--- config.mk ---
export PLATFORM = sky130hd
export DESIGN_NAME = usb_pin_adapter
export DESIGN_NICKNAME = d
export VERILOG_FILES = /design/src/rtl/usb_pin_pkg.sv /design/src/rtl/usb_pin_tx.sv /design/src/rtl/usb_pin_ctl.sv /design/src/rtl/usb_pin_rx.sv /design/src/rtl/usb_pin_adapter.sv
export SDC_FILE = /design/constraint.sdc
export NUM_CORES = 1
export LEC_CHECK = 0
export ABC_AREA = 1
export BUFFER_PORTS_ARGS = -buffer_cell sky130_fd_sc_hd__buf_2
export CAP_MARGIN = 20
export CORE_AREA = 2 2 39 41
export CTS_BUF_LIST = sky130_fd_sc_hd__clkbuf_8
export DETAILED_ROUTE_END_ITERATION = 7
export DIE_AREA = 0 0 41 43
export MAX_ROUTING_LAYER = met4
export PLACE_DENSITY = 0.74
export SYNTH_ARGS = -nofsm -noshare
export SYNTH_HDL_FRONTEND = slang
export SYNTH_SLANG_ARGS = --single-unit
--- constraint.sdc ---
create_clock -name clk_i -period 1.26 [get_ports clk_i]
set_input_delay 0.063 -clock clk_i [delete_from_list [all_inputs] [get_ports clk_i]]
set_output_delay 0.063 -clock clk_i [all_outputs]
set_load 0.01 [all_outputs]
--- src/rtl/usb_pin_pkg.sv ---
package usb_pin_pkg;

    // Transmit pin group at the pad edge.
    typedef struct packed {
        logic dp;
        logic dn;
        logic d;
        logic se0;
    } tx_lines_t;

    // Receive pin group.
    typedef struct packed {
        logic dp;
        logic dn;
        logic d;
    } rx_lines_t;

    localparam tx_lines_t TxIdleJ = '{dp: 1'b1, dn: 1'b0, d: 1'b1, se0: 1'b0};
    localparam rx_lines_t RxIdleJ = '{dp: 1'b1, dn: 1'b0, d: 1'b1};

    // Exchange the physical line roles; the data bit flips polarity with them.
    function automatic tx_lines_t swap_tx(tx_lines_t l, logic flip);
        tx_lines_t r;
        r = l;
        if (flip) begin
            r.dp = l.dn;
            r.dn = l.dp;
            r.d  = ~l.d;
        end
        return r;
    endfunction

endpackage

--- src/rtl/usb_pin_tx.sv ---
module usb_pin_tx
    import usb_pin_pkg::*;
(
    input  logic      clk_i,
    input  logic      rst_ni,
    input  logic      mode_d_se0_i,
    input  logic      flip_i,
    input  logic      d_i,
    input  logic      se0_i,
    input  logic      oe_i,
    output tx_lines_t lines_o,
    output logic      oe_o,
    output logic      mode_o
);

    typedef struct packed {
        tx_lines_t lines;
        logic      oe;
        logic      mode;
    } tx_state_t;

    localparam tx_state_t TxReset = '{lines: TxIdleJ, oe: 1'b0, mode: 1'b0};

    tx_state_t st_d, st_q;
    tx_lines_t logical;

    always_comb begin
        logical = TxIdleJ;
        if (oe_i) begin
            if (mode_d_se0_i) begin
                logical.d   = d_i;
                logical.se0 = se0_i;
            end else begin
                logical.dp = ~se0_i & d_i;
                logical.dn = ~se0_i & ~d_i;
            end
        end
        st_d.lines = swap_tx(logical, flip_i);
        st_d.oe    = oe_i;
        st_d.mode  = mode_d_se0_i;
    end

    always_ff @(posedge clk_i or negedge rst_ni) begin
        if (!rst_ni) st_q <= TxReset;
        else         st_q <= st_d;
    end

    assign lines_o = st_q.lines;
    assign oe_o    = st_q.oe;
    assign mode_o  = st_q.mode;

endmodule

--- src/rtl/usb_pin_ctl.sv ---
module usb_pin_ctl (
    input  logic clk_i,
    input  logic rst_ni,
    input  logic flip_i,
    input  logic pullup_req_i,
    input  logic use_diff_i,
    input  logic suspend_i,
    output logic pullup_dp_o,
    output logic pullup_dn_o,
    output logic rx_enable_o
);

    typedef struct packed {
        logic pu_dp;
        logic pu_dn;
        logic rx_en;
    } ctl_state_t;

    ctl_state_t st_d, st_q;

    always_comb begin
        st_d.pu_dp = pullup_req_i & ~flip_i;
        st_d.pu_dn = pullup_req_i & flip_i;
        st_d.rx_en = use_diff_i & ~suspend_i;
    end

    always_ff @(posedge clk_i or negedge rst_ni) begin
        if (!rst_ni) st_q <= '0;
        else         st_q <= st_d;
    end

    assign pullup_dp_o = st_q.pu_dp;
    assign pullup_dn_o = st_q.pu_dn;
    assign rx_enable_o = st_q.rx_en;

endmodule

--- src/rtl/usb_pin_rx.sv ---
module usb_pin_rx
    import usb_pin_pkg::*;
#(
    parameter int unsigned Stages = 2
) (
    input  logic      clk_i,
    input  logic      rst_ni,
    input  rx_lines_t pads_i,
    input  logic      flip_i,
    input  logic      use_diff_i,
    output logic      rx_dp_o,
    output logic      rx_dn_o,
    output logic      rx_d_o
);

    localparam int unsigned Last = Stages - 1;

    rx_lines_t sync_d [Stages];
    rx_lines_t sync_q [Stages];

    // Synchronizer chain: stage 0 samples the pads, each later stage the one before.
    for (genvar s = 0; s < Stages; s++) begin : g_sync
        if (s == 0) begin : g_first
            always_comb sync_d[s] = pads_i;
        end else begin : g_next
            always_comb sync_d[s] = sync_q[s-1];
        end
        always_ff @(posedge clk_i or negedge rst_ni) begin
            if (!rst_ni) sync_q[s] <= RxIdleJ;
            else         sync_q[s] <= sync_d[s];
        end
    end

    rx_lines_t settled;
    logic      logical_dp;

    always_comb begin
        settled    = sync_q[Last];
        logical_dp = flip_i ? settled.dn : settled.dp;
        rx_dp_o    = logical_dp;
        rx_dn_o    = flip_i ? settled.dp : settled.dn;
        rx_d_o     = use_diff_i ? (settled.d ^ flip_i) : logical_dp;
    end

endmodule

--- src/rtl/usb_pin_adapter.sv ---
module usb_pin_adapter
    import usb_pin_pkg::*;
#(
    parameter int unsigned SyncStages = 2
) (
    input  logic clk_i,
    input  logic rst_ni,
    input  logic cfg_use_tx_d_se0_i,
    input  logic cfg_use_diff_rcvr_i,
    input  logic cfg_pinflip_i,
    input  logic core_tx_d_i,
    input  logic core_tx_se0_i,
    input  logic core_tx_oe_i,
    input  logic suspend_i,
    input  logic pullup_req_i,
    input  logic pad_dp_i,
    input  logic pad_dn_i,
    input  logic pad_d_i,
    output logic core_rx_dp_o,
    output logic core_rx_dn_o,
    output logic core_rx_d_o,
    output logic pad_dp_o,
    output logic pad_dn_o,
    output logic pad_d_o,
    output logic pad_se0_o,
    output logic pad_dp_en_o,
    output logic pad_dn_en_o,
    output logic pad_pullup_dp_o,
    output logic pad_pullup_dn_o,
    output logic rx_enable_o,
    output logic tx_mode_d_se0_o
);

    tx_lines_t tx_lines;
    logic      tx_oe;
    rx_lines_t rx_pads;

    usb_pin_tx u_tx (
        .clk_i        (clk_i),
        .rst_ni       (rst_ni),
        .mode_d_se0_i (cfg_use_tx_d_se0_i),
        .flip_i       (cfg_pinflip_i),
        .d_i          (core_tx_d_i),
        .se0_i        (core_tx_se0_i),
        .oe_i         (core_tx_oe_i),
        .lines_o      (tx_lines),
        .oe_o         (tx_oe),
        .mode_o       (tx_mode_d_se0_o)
    );

    usb_pin_ctl u_ctl (
        .clk_i        (clk_i),
        .rst_ni       (rst_ni),
        .flip_i       (cfg_pinflip_i),
        .pullup_req_i (pullup_req_i),
        .use_diff_i   (cfg_use_diff_rcvr_i),
        .suspend_i    (suspend_i),
        .pullup_dp_o  (pad_pullup_dp_o),
        .pullup_dn_o  (pad_pullup_dn_o),
        .rx_enable_o  (rx_enable_o)
    );

    assign rx_pads = '{dp: pad_dp_i, dn: pad_dn_i, d: pad_d_i};

    usb_pin_rx #(.Stages(SyncStages)) u_rx (
        .clk_i      (clk_i),
        .rst_ni     (rst_ni),
        .pads_i     (rx_pads),
        .flip_i     (cfg_pinflip_i),
        .use_diff_i (cfg_use_diff_rcvr_i),
        .rx_dp_o    (core_rx_dp_o),
        .rx_dn_o    (core_rx_dn_o),
        .rx_d_o     (core_rx_d_o)
    );

    assign pad_dp_o    = tx_lines.dp;
    assign pad_dn_o    = tx_lines.dn;
    assign pad_d_o     = tx_lines.d;
    assign pad_se0_o   = tx_lines.se0;
    assign pad_dp_en_o = tx_oe;
    assign pad_dn_en_o = tx_oe;

endmodule

==> key figures <==
Status
  – Status: finished, final reports clean

STA
  – Slew @ Worst Pin: 0.318 ns
  – Slew Limit Fails: 0
  – Final cycle utilization of the critical path: 0.927
  – Post-layout minimum cycle time: 1.17 ns
  – F_max: 856 MHz
  – Sum of negative setup slack: 0 ns
  – RSZ-0062 raised after global routing: no
  – Skew final: 0.00311 ns
  – Final Hold Viols: 0
  – Max-slew headroom: 0.788
  – Final setup viols: 0

Floorplanning
  – Row cnt: 14
  – Die Width: 41 um
  – Die H: 43 um
  – Core Region: 0.00138 mm^2
  – Initial Util: 0.413
  – Die Area: 0.00176 mm^2
  – I/O pins: 26

Route
  – Via density: 4.42
  – Number of routed nets with antenna violations: 0
  – Routed wire length: 1.03 mm
  – Drt first-iter violations: 4
  – Via count: 464
  – Drt first pass iters: 4
  – Drt drc: 0
  – Routed WL per cell: 9.84 um

Global routing
  – Total Routing Usage GR: 0.161
  – Vias in the first global route: 448
  – Total grt overflow: 0
  – First-pass GRT wire length: 1.76 mm
  – Largest net degree at the start of global routing: 16
  – Initial antenna violation count: 0

Clocking
  – Clock latency on the worst-skew pair: 0.24 ns
  – CTS tree: done
  – H-tree depth: 1
  – Num CTS Buffers: 3
  – Clk sinks: 15
  – Clock root cell: clkbuf_8
  – Clock transition at the registers of the reported paths: 0.06 ns
  – Cts repair resizes: 0
  – CTS Buffer Depth: 2

Synthesis
  – Count of different cell masters after synthesis: 14
  – Most common cell in the netlist: nand2_1
  – Synth area leader: dfrtp_1
  – Syn nets: 68
  – Largest cells by area after synthesis: dfrtp_1, dfstp_2, nand2_1
  – Mean post-synth cell area: 10.4 um^2
  – Seq/Total Area, Yosys: 0.670
  – Post-synth ARST share: 1.00
  – Ys Warns: 0
  – Mapped cell area: 572 um^2
  – Area share of the largest cell type after synthesis: 0.394
  – EDFF count, synth: 0
  – Commonest cells post-synth: nand2_1, dfrtp_1, inv_1
  – Prevailing post-synth register cell: dfrtp_1
  – Mapped Cells: 55
  – Flops & latches, synth: 15

Cells and area
  – Fin nets: 103
  – Layout cells sized above 1: 0.438
  – Fillers: 117
  – Register area: 383 um^2
  – Multi-input logic area: 130 um^2
  – N_diodes: 0
  – Final core utilization: 0.589
  – Area Overhead vs Synth: 42.5%

Worst setup path
  – Critical path capture point type: primary output
  – Crit path kind: reg2out
  – Crit path largest cell delay: 0.53 ns
  – CP cell instances: inv_1 > nand2_2 > and2_1 > buf_2
  – Crit path DAT: 1.10 ns
  – WP data required: 1.20 ns
  – CP startpoint kind: flip-flop
  – CP Max Fanout: 2
  – Slowest-stage cell, CP: dfstp_2

Power and ir drop
  – Internal: 796 uW
  – Comb pwr share: 0.129
  – Sw frac: 0.231
  – Leak: 0.000451 uW
  – Clock power share: 0.365
  – Sequential share of power: 0.506
  – NetSw: 239 uW
  – Maximum VDD drop: 0.699 mV
  – Power per cell area: 1270 mW/mm^2

Placed design
  – Final Wtd Congestion: 0.676
  – DP HPWL: 764 um
  – # port buffers: 25

Worst hold path
  – Worst hold-check path type: in2reg

Run
  – Maxcap violations: 0
layout make-up:
cell class / instances / area share
Sequential cell: 15 / 0.470
Timing Repair Buffer: 32 / 0.240
Multi-Input combinational cell: 28 / 0.160
Clock buffer: 3 / 0.0507
Inverter: 10 / 0.0492
Tap cell: 16 / 0.0246
Clock inverter: 1 / 0.00614
worst max-delay path: cells and delay by family (launching register included):
kind                   cells  cell delay [ns]
buffers and inverters      2             0.16
DFF                        1             0.53
and+or+nand+nor            2             0.17
final timing paths:
check	start	end	slack (ns)	depth (start not counted)
hold / removal	pullup_req_i	u_ctl.pullup_dn_o	0.02	3
setup reg to reg	u_rx.sync_d[2]	u_rx.settled[2]	0.69	0
setup / recovery	u_rx.settled[2]	core_rx_dp_o	0.09	4
max in group asynchronous	rst_ni	u_rx.settled[2]	0.72	2
hold reg to reg	u_rx.sync_d[0]	u_rx.settled[0]	0.36	0
min in group asynchronous	rst_ni	u_rx.sync_d[1]	0.25	2
registers in the layout, summed over array words and instances (netlist names):
| register | flops |
|---|---|
| u_tx.mode_o | 1 |
| u_ctl.pullup_dp_o | 1 |
| u_ctl.pullup_dn_o | 1 |
| u_rx.sync_d | 3 |
| u_tx.lines_o | 4 |
| u_ctl.rx_enable_o | 1 |
| u_rx.settled | 3 |
| u_tx.oe_o | 1 |
metal layers:
| metal | routed length [um] | part of all wire | vias to the layer above | GRT usage |
|---|---|---|---|---|
| met4 | 22 | 0.021 | 0 | 0.100 |
| li1 | - | - | 230 | - |
| met2 | 564 | 0.55 | 17 | 0.266 |
| met1 | 373 | 0.36 | 215 | 0.141 |
| met5 | 0 | 0 | - | - |
| met3 | 73 | 0.071 | 2 | 0.0628 |
per-stage QoR:
step	hold slack [ns]	cells	setup WS (ns)	area [um^2]	power [uW]
2_1_floorplan	-0.233	55	0.446	572	591
5_1_grt	0.0310	105	0.0221	815	1090
3_5_place_dp	-0.0246	94	0.356	698	650
6_report	0.0211	105	0.0921	815	1040
3_3_place_gp	-0.0294	94	0.369	698	644
4_1_cts	0.0209	105	0.0903	815	1050
placed cells by master, fill, tap and decap left out:
| cell type | n |
|---|---|
| buf_2 | 25 |
| clkbuf_8 | 3 |
| o21ai_1 | 2 |
| dfrtp_1 | 9 |
| clkinv_2 | 1 |
| nor2_1 | 4 |
| nand2_2 | 2 |
| nand2_1 | 13 |
| nand3_1 | 4 |
| inv_1 | 9 |
| and2_1 | 1 |
| dlygate4sd3_1 | 7 |
| inv_4 | 1 |
| nor2_4 | 1 |
| nand4_1 | 1 |
| dfstp_2 | 6 |
power groups by stage:
stage	registers [uW]	logic (uW)	clock network, uW
detailed placement	532	118	0
floorplan	541	50.2	0
finish	523	134	378
global placement	530	114	0
CTS	524	135	387
global route	526	152	410
logic make-up (layout without fill, tap and decap cells):
| logic type | after synthesis | after routing | share of synthesized area |
|---|---|---|---|
| AO/OA/AOI/OAI | 2 | 2 | 0.0175 |
| buffers and inverters | 12 | 46 | 0.103 |
| flip-flops | 15 | 15 | 0.670 |
| AND/OR/NAND/NOR | 26 | 26 | 0.210 |
repair_timing:
item | in CTS | in global routing
hold buffers | 7 | 0
hold endpoints to repair | 21 | 0
setup buffers | 0 | 0
No activity file was read; power rests on OpenSTA's default activity.
